<file path="src/rtl/eacap_pkg.sv">
package eacap_pkg;
  localparam int unsigned NCLS     = 4;
  localparam int unsigned ADDR_HI  = 22;
  localparam int unsigned ADDR_LO  = 3;
  localparam int unsigned FIELD_W  = ADDR_HI - ADDR_LO + 1;
  localparam int unsigned REG_W    = 32;

  typedef enum logic [1:0] {
    CLS_ECC_DED = 2'd0,
    CLS_RWW     = 2'd1,
    CLS_PGM_ERS = 2'd2,
    CLS_ECC_SEC = 2'd3
  } cls_e;

  // ECC classes honour the dual double-word flag
  function automatic bit cls_is_ecc(input int unsigned c);
    return (c == CLS_ECC_DED) || (c == CLS_ECC_SEC);
  endfunction
endpackage

</file>
<file path="src/rtl/eacap_slot.sv">
module eacap_slot #(
  parameter int unsigned FIELD_W  = 20,
  parameter bit          FORCE_DW = 1'b0
) (
  input  logic               clk,
  input  logic               rst_n,
  input  logic               en,
  input  logic               vld,
  input  logic               both,
  input  logic               clr,
  input  logic [FIELD_W-1:0] addr_in,
  output logic               active,
  output logic [FIELD_W-1:0] addr_q
);
  logic               take;
  logic [FIELD_W-1:0] addr_fmt;

  assign take = vld && en && (!active || clr);

  generate
    if (FORCE_DW) begin : g_dw
      assign addr_fmt = {addr_in[FIELD_W-1:1], addr_in[0] & ~both};
    end else begin : g_plain
      assign addr_fmt = addr_in;
    end
  endgenerate

  always_ff @(posedge clk or negedge rst_n) begin
    if (!rst_n) begin
      active <= 1'b0;
      addr_q <= '0;
    end else if (take) begin
      active <= 1'b1;
      addr_q <= addr_fmt;
    end else if (clr) begin
      active <= 1'b0;
    end
  end

  AST_HOLD_FIRST: assert property (@(posedge clk) disable iff (!rst_n)
    active && !clr |=> $stable(addr_q));
  AST_CAPTURE: assert property (@(posedge clk) disable iff (!rst_n)
    vld && en && (!active || clr) |=> active && (addr_q[FIELD_W-1:1] == $past(addr_in[FIELD_W-1:1])));
  AST_CLEAR: assert property (@(posedge clk) disable iff (!rst_n)
    clr && !(vld && en) |=> !active);

  generate
    if (FORCE_DW) begin : g_dw_chk
      AST_DUAL_BIT3: assert property (@(posedge clk) disable iff (!rst_n)
        vld && en && both && (!active || clr) |=> !addr_q[0]);
    end
  endgenerate
endmodule

</file>
<file path="src/rtl/eacap_prio_sel.sv">
module eacap_prio_sel #(
  parameter int unsigned NCLS    = 4,
  parameter int unsigned FIELD_W = 20
) (
  input  logic                    clk,
  input  logic                    rst_n,
  input  logic [NCLS-1:0]         active,
  input  logic [NCLS*FIELD_W-1:0] addr_flat,
  input  logic                    wr_en,
  input  logic                    wr_user,
  input  logic [FIELD_W-1:0]      wr_field,
  output logic [FIELD_W-1:0]      field_out
);
  logic [FIELD_W-1:0] sel_addr;
  logic [FIELD_W-1:0] hold_q;
  logic               any_act;

  assign any_act = |active;

  // lowest index wins: scan downwards so the last hit is the winner
  always_comb begin
    sel_addr = '0;
    for (int i = NCLS - 1; i >= 0; i--) begin
      if (active[i]) sel_addr = addr_flat[i*FIELD_W +: FIELD_W];
    end
  end

  always_ff @(posedge clk or negedge rst_n) begin
    if (!rst_n) begin
      hold_q <= '0;
    end else if (any_act) begin
      hold_q <= sel_addr;
    end else if (wr_en && !wr_user) begin
      hold_q <= wr_field;
    end
  end

  assign field_out = any_act ? sel_addr : hold_q;

  AST_USER_WR_IGNORED: assert property (@(posedge clk) disable iff (!rst_n)
    !any_act && wr_en && wr_user |=> $stable(hold_q));
  AST_IDLE_HOLD: assert property (@(posedge clk) disable iff (!rst_n)
    !any_act && !wr_en |=> $stable(hold_q));
endmodule

</file>
<file path="src/rtl/err_addr_capture.sv">
module err_addr_capture
  import eacap_pkg::*;
(
  input  logic                    clk,
  input  logic                    rst_n,
  input  logic [NCLS-1:0]         ev_vld,
  input  logic [NCLS*FIELD_W-1:0] ev_addr,
  input  logic [NCLS-1:0]         ev_both_dw,
  input  logic [NCLS-1:0]         ev_clr,
  input  logic                    sec_capture_en,
  input  logic                    wr_en,
  input  logic                    wr_user,
  input  logic [REG_W-1:0]        wr_data,
  output logic [REG_W-1:0]        rd_data
);
  logic [NCLS-1:0]         act;
  logic [NCLS*FIELD_W-1:0] slot_addr;
  logic [FIELD_W-1:0]      field;
  logic                    unused_wr_bits;

  assign unused_wr_bits = ^{wr_data[REG_W-1:ADDR_HI+1], wr_data[ADDR_LO-1:0]};

  generate
    for (genvar c = 0; c < NCLS; c++) begin : g_slot
      logic cls_en;
      if (c == CLS_ECC_SEC) begin : g_sec
        assign cls_en = sec_capture_en;
      end else begin : g_on
        assign cls_en = 1'b1;
      end
      eacap_slot #(
        .FIELD_W (FIELD_W),
        .FORCE_DW(cls_is_ecc(c))
      ) u_slot (
        .clk    (clk),
        .rst_n  (rst_n),
        .en     (cls_en),
        .vld    (ev_vld[c]),
        .both   (ev_both_dw[c]),
        .clr    (ev_clr[c]),
        .addr_in(ev_addr[c*FIELD_W +: FIELD_W]),
        .active (act[c]),
        .addr_q (slot_addr[c*FIELD_W +: FIELD_W])
      );
    end
  endgenerate

  eacap_prio_sel #(
    .NCLS   (NCLS),
    .FIELD_W(FIELD_W)
  ) u_sel (
    .clk      (clk),
    .rst_n    (rst_n),
    .active   (act),
    .addr_flat(slot_addr),
    .wr_en    (wr_en),
    .wr_user  (wr_user),
    .wr_field (wr_data[ADDR_HI:ADDR_LO]),
    .field_out(field)
  );

  assign rd_data = {{(REG_W-ADDR_HI-1){1'b0}}, field, {ADDR_LO{1'b0}}};

  AST_TOP_PRIO: assert property (@(posedge clk) disable iff (!rst_n)
    act[0] |-> rd_data[ADDR_HI:ADDR_LO] == slot_addr[FIELD_W-1:0]);
  AST_SEC_OFF: assert property (@(posedge clk) disable iff (!rst_n)
    !sec_capture_en && !act[CLS_ECC_SEC] |=> !act[CLS_ECC_SEC]);
  AST_MULTI_LATCH: assert property (@(posedge clk) disable iff (!rst_n)
    ev_vld[0] && ev_vld[1] && !act[0] && !act[1] |=> act[0] && act[1]);
endmodule

</file>
<file path="config.mk">
export PLATFORM = sky130hd
export DESIGN_NAME = err_addr_capture
export DESIGN_NICKNAME = d
export VERILOG_FILES = /design/src/rtl/eacap_pkg.sv /design/src/rtl/eacap_slot.sv /design/src/rtl/eacap_prio_sel.sv /design/src/rtl/err_addr_capture.sv
export SDC_FILE = /design/constraint.sdc
export NUM_CORES = 1
export LEC_CHECK = 0
export BUFFER_PORTS_ARGS = -buffer_cell sky130_fd_sc_hd__buf_2
export CAP_MARGIN = 5
export CORE_UTILIZATION = 51
export DETAILED_ROUTE_END_ITERATION = 12
export GPL_ROUTABILITY_DRIVEN = 0
export GPL_TIMING_DRIVEN = 0
export PLACE_DENSITY = 0.91
export SLEW_MARGIN = 10
export SYNTH_ARGS = -nofsm -noshare
export SYNTH_HDL_FRONTEND = slang
export SYNTH_SLANG_ARGS = --single-unit
</file>
<file path="constraint.sdc">
create_clock -name clk -period 1.7 [get_ports clk]
set_input_delay 0.255 -clock clk [delete_from_list [all_inputs] [get_ports clk]]
set_output_delay 0.255 -clock clk [all_outputs]
set_load 0.01 [all_outputs]
</file>
==> flow_summary.toml <==
[global_route]
grt_pass1_wl_um = 21200
grt_max_degree = 58
grt_pass1_vias = 4041
gr-total-overflow = 0
antenna_found_initial = 0
track_usage_pct = 27.6

[finish]
n_fill_cell = 651
final_cells = 711
multiInputGateArea_um2 = 2580
fin_nets = 701
final_area_um2 = 6780
area_growth_syn_to_layout_pct = 32.7
drive_gt1_share_pct = 56.0
seq_area_um2 = 2610

[sta]
worstMarginPinSlew_ns = 0.755
worst_clock_skew_ns = 0.0102
layout_setup_ws_ns = -0.505
rsz0062_at_grt = "yes"
hold_slack_ns = 0.0536
fmax_mhz = 453
fin_crit_ns = 2.21
setup_violations = 20
min_period_over_period_pct = 130
drv_slew = 0
hold_viol_final = 0
slew_headroom_pct = 49.7
tns_ns = -9.75

[worst_hold_path]
hold_depth = 2
hold_start = "ev_clr[3]"
hp-class = "in -> reg"
worstHoldEndpoint = "g_slot[3].u_slot.active"

[worst_setup_path]
reg2reg_slack_ns = 0.05
r2r-end = "g_slot[1].u_slot.addr_q[14]"
critPathLaunch = "g_slot[1].u_slot.active"
worstPathRequired_ns = 1.44
r2r_start = "g_slot[1].u_slot.active"
path_class = "reg -> out"
cp-start-kind = "register"
ff2ff_path_depth = 6
cp.arrival_ns = 1.95
critical_path.max_fanout = 8
end_kind = "output pin"

[die]
die_h_um = 102
fp.coreArea_um2 = 9730
start_util_pct = 52.5
dieWidth_um = 102
die_area_um2 = 10400
rows = 36
ios = 161

[route]
drc_errors = 0
vias = 3994
post_drt_wl_per_cell_um = 20.1
finalWirelength_um = 14300
vias_per_cell = 5.62
postRouteAntennaNets = 0
drt-initial-drc-count = 295
drt_first_pass_iters = 4

[synthesis]
seq_area_frac_synth_pct = 50.9
avgSynthCellArea_um2 = 12.5
yosysUniqueCellTypes = 27
synth_seq_cells = 104
synth_area_um2 = 5110
synth_cells = 408
yosysWarnings = 0

[run_status]
outcome = "finished, violations left"
violations = "negative setup slack"

[cts]
clock_tree.buffer_depth = 2
clk_pin_slew_ns = 0.10
h-tree-depth = 3
cts_inserted_buffers = 9
cts_tree = "yes"
clkLatencyLatePin_ns = 0.38
cts_root_buf = "clkbuf_8"
cts_sinks = 104

[placed_design]
place_area_um2 = 6020
post-place-cells = 687
place.port_buffers = 134
place_ws_ns = -0.183
dp_hpwl_um = 9470

[power_and_ir_drop]
power_per_cell_area_nw_per_um2 = 956
ir_drop_uv = 808
leakagePower_nw = 3.10

[job]
drv_cap = 0
critical path, stage by stage (launching register included):
cell	delay, ns
dfrtp_2	0.48
buf_6	0.18
nor4_4	0.30
buf_4	0.21
a21oi_1	0.08
a21oi_1	0.16
buf_2	0.15
Yosys cell counts:
library cell,number,share of area [%]
dfrtp_1,104,51
mux2_2,79,17
a21oi_1,23,2.3
inv_1,22,1.6
mux2i_1,21,4.1
nand3b_1,20,2.9
a21o_1,19,2.8
a32oi_1,19,3.3
o21bai_1,19,2.8
nand4bb_1,16,3.5
buf_2,15,1.5
buf_4,14,2.1
clkbuf_1,9,0.66
nand2b_1,6,0.73
buf_6,4,0.88
nand2_1,4,0.29
or4bb_1,3,0.66
nor2b_1,2,0.24
a221o_1,1,0.20
a22oi_2,1,0.24
clkbuf_2,1,0.098
conb_1,1,0.073
nor2_1,1,0.073
nor4_2,1,0.24
o21ai_0,1,0.098
or2b_1,1,0.15
or4_4,1,0.22
worst max path at each step:
stage                                   to  slack, ns
4_1_cts                         rd_data[4]      -0.49
5_1_grt                        rd_data[15]      -0.59
6_report                       rd_data[20]      -0.51
3_5_place_dp                    rd_data[4]      -0.18
3_3_place_gp   g_slot[0].u_slot.addr_q[19]      -0.64
2_1_floorplan                  rd_data[20]       0.12
metal layers:
layer  vias up  global-route usage, %  wire, µm
li1       1778                      -         -
met1      1981                   37.3      6200
met2       192                   43.6      6870
met3        43                   4.45       766
met4         0                   13.7       454
met5         -                      0         0
placed cells by master, fill, tap and decap left out, drive strengths merged, types with 2 or more instances in the layout:
cell / Yosys / layout
o21bai: 19 / 19
mux2: 79 / 79
nand2: 4 / 4
nor2b: 2 / 2
clkbuf: 10 / 19
nand3b: 20 / 20
clkinvlp: 0 / 4
inv: 22 / 22
nand4bb: 16 / 16
mux2i: 21 / 21
conb: 1 / 12
nand2b: 6 / 6
a21o: 19 / 19
a32oi: 19 / 19
dfrtp: 104 / 104
a21oi: 23 / 23
or4bb: 3 / 3
buf: 33 / 174
bufinv: 0 / 3
power by group:
part | leakage, nW | internal [mW] | switching, mW
combinational | 1.77 | 0.798 | 0.706
clock | 0.108 | 0.976 | 0.876
sequential | 1.21 | 2.86 | 0.269
final cells by class:
| cell class | count | area share (%) |
|---|---|---|
| diodes | 1 | 0.0369 |
| clock inverters | 7 | 1.77 |
| repair buffers | 143 | 11.5 |
| flip-flops and latches | 104 | 38.4 |
| well taps | 133 | 2.45 |
| plain buffers | 42 | 4.78 |
| multi-input cells | 250 | 38.1 |
| clock buffers | 9 | 1.83 |
| inverters | 22 | 1.22 |
metrics by stage:
step	power [mW]	util [%]
after global placement	4.30	61.6
final	6.48	69.7
after detailed placement	4.40	61.9
after CTS	6.37	68.4
after floorplan	3.89	-
after global routing	6.73	69.7
flip-flops by register name, summed over array words and instances, names as in the netlist:
signal,flops
g_slot.u_slot.active,4
g_slot.u_slot.addr_q,80
u_sel.hold_q,20
cells by family (layout without fill, tap and decap cells):
family	Yosys count	after routing	synth area share [%]
AOI/OAI and AO/OA	83	83	11.6
buffers and inverters	65	223	6.78
DFF	104	104	50.9
muxes	100	100	21.5
other	1	13	0.0734
and+or+nand+nor	55	55	9.08
repair_timing:
item / in CTS / in global routing
cloned: 2 / 0
hold buffers: 1 / 0
setup buffers: 4 / 1
setup endpoints to repair: 21 / 32
hold endpoints to repair: 56 / 0
pin swaps: 16 / 8
resized for setup: 64 / 16
(Power assumes the default switching activity.)
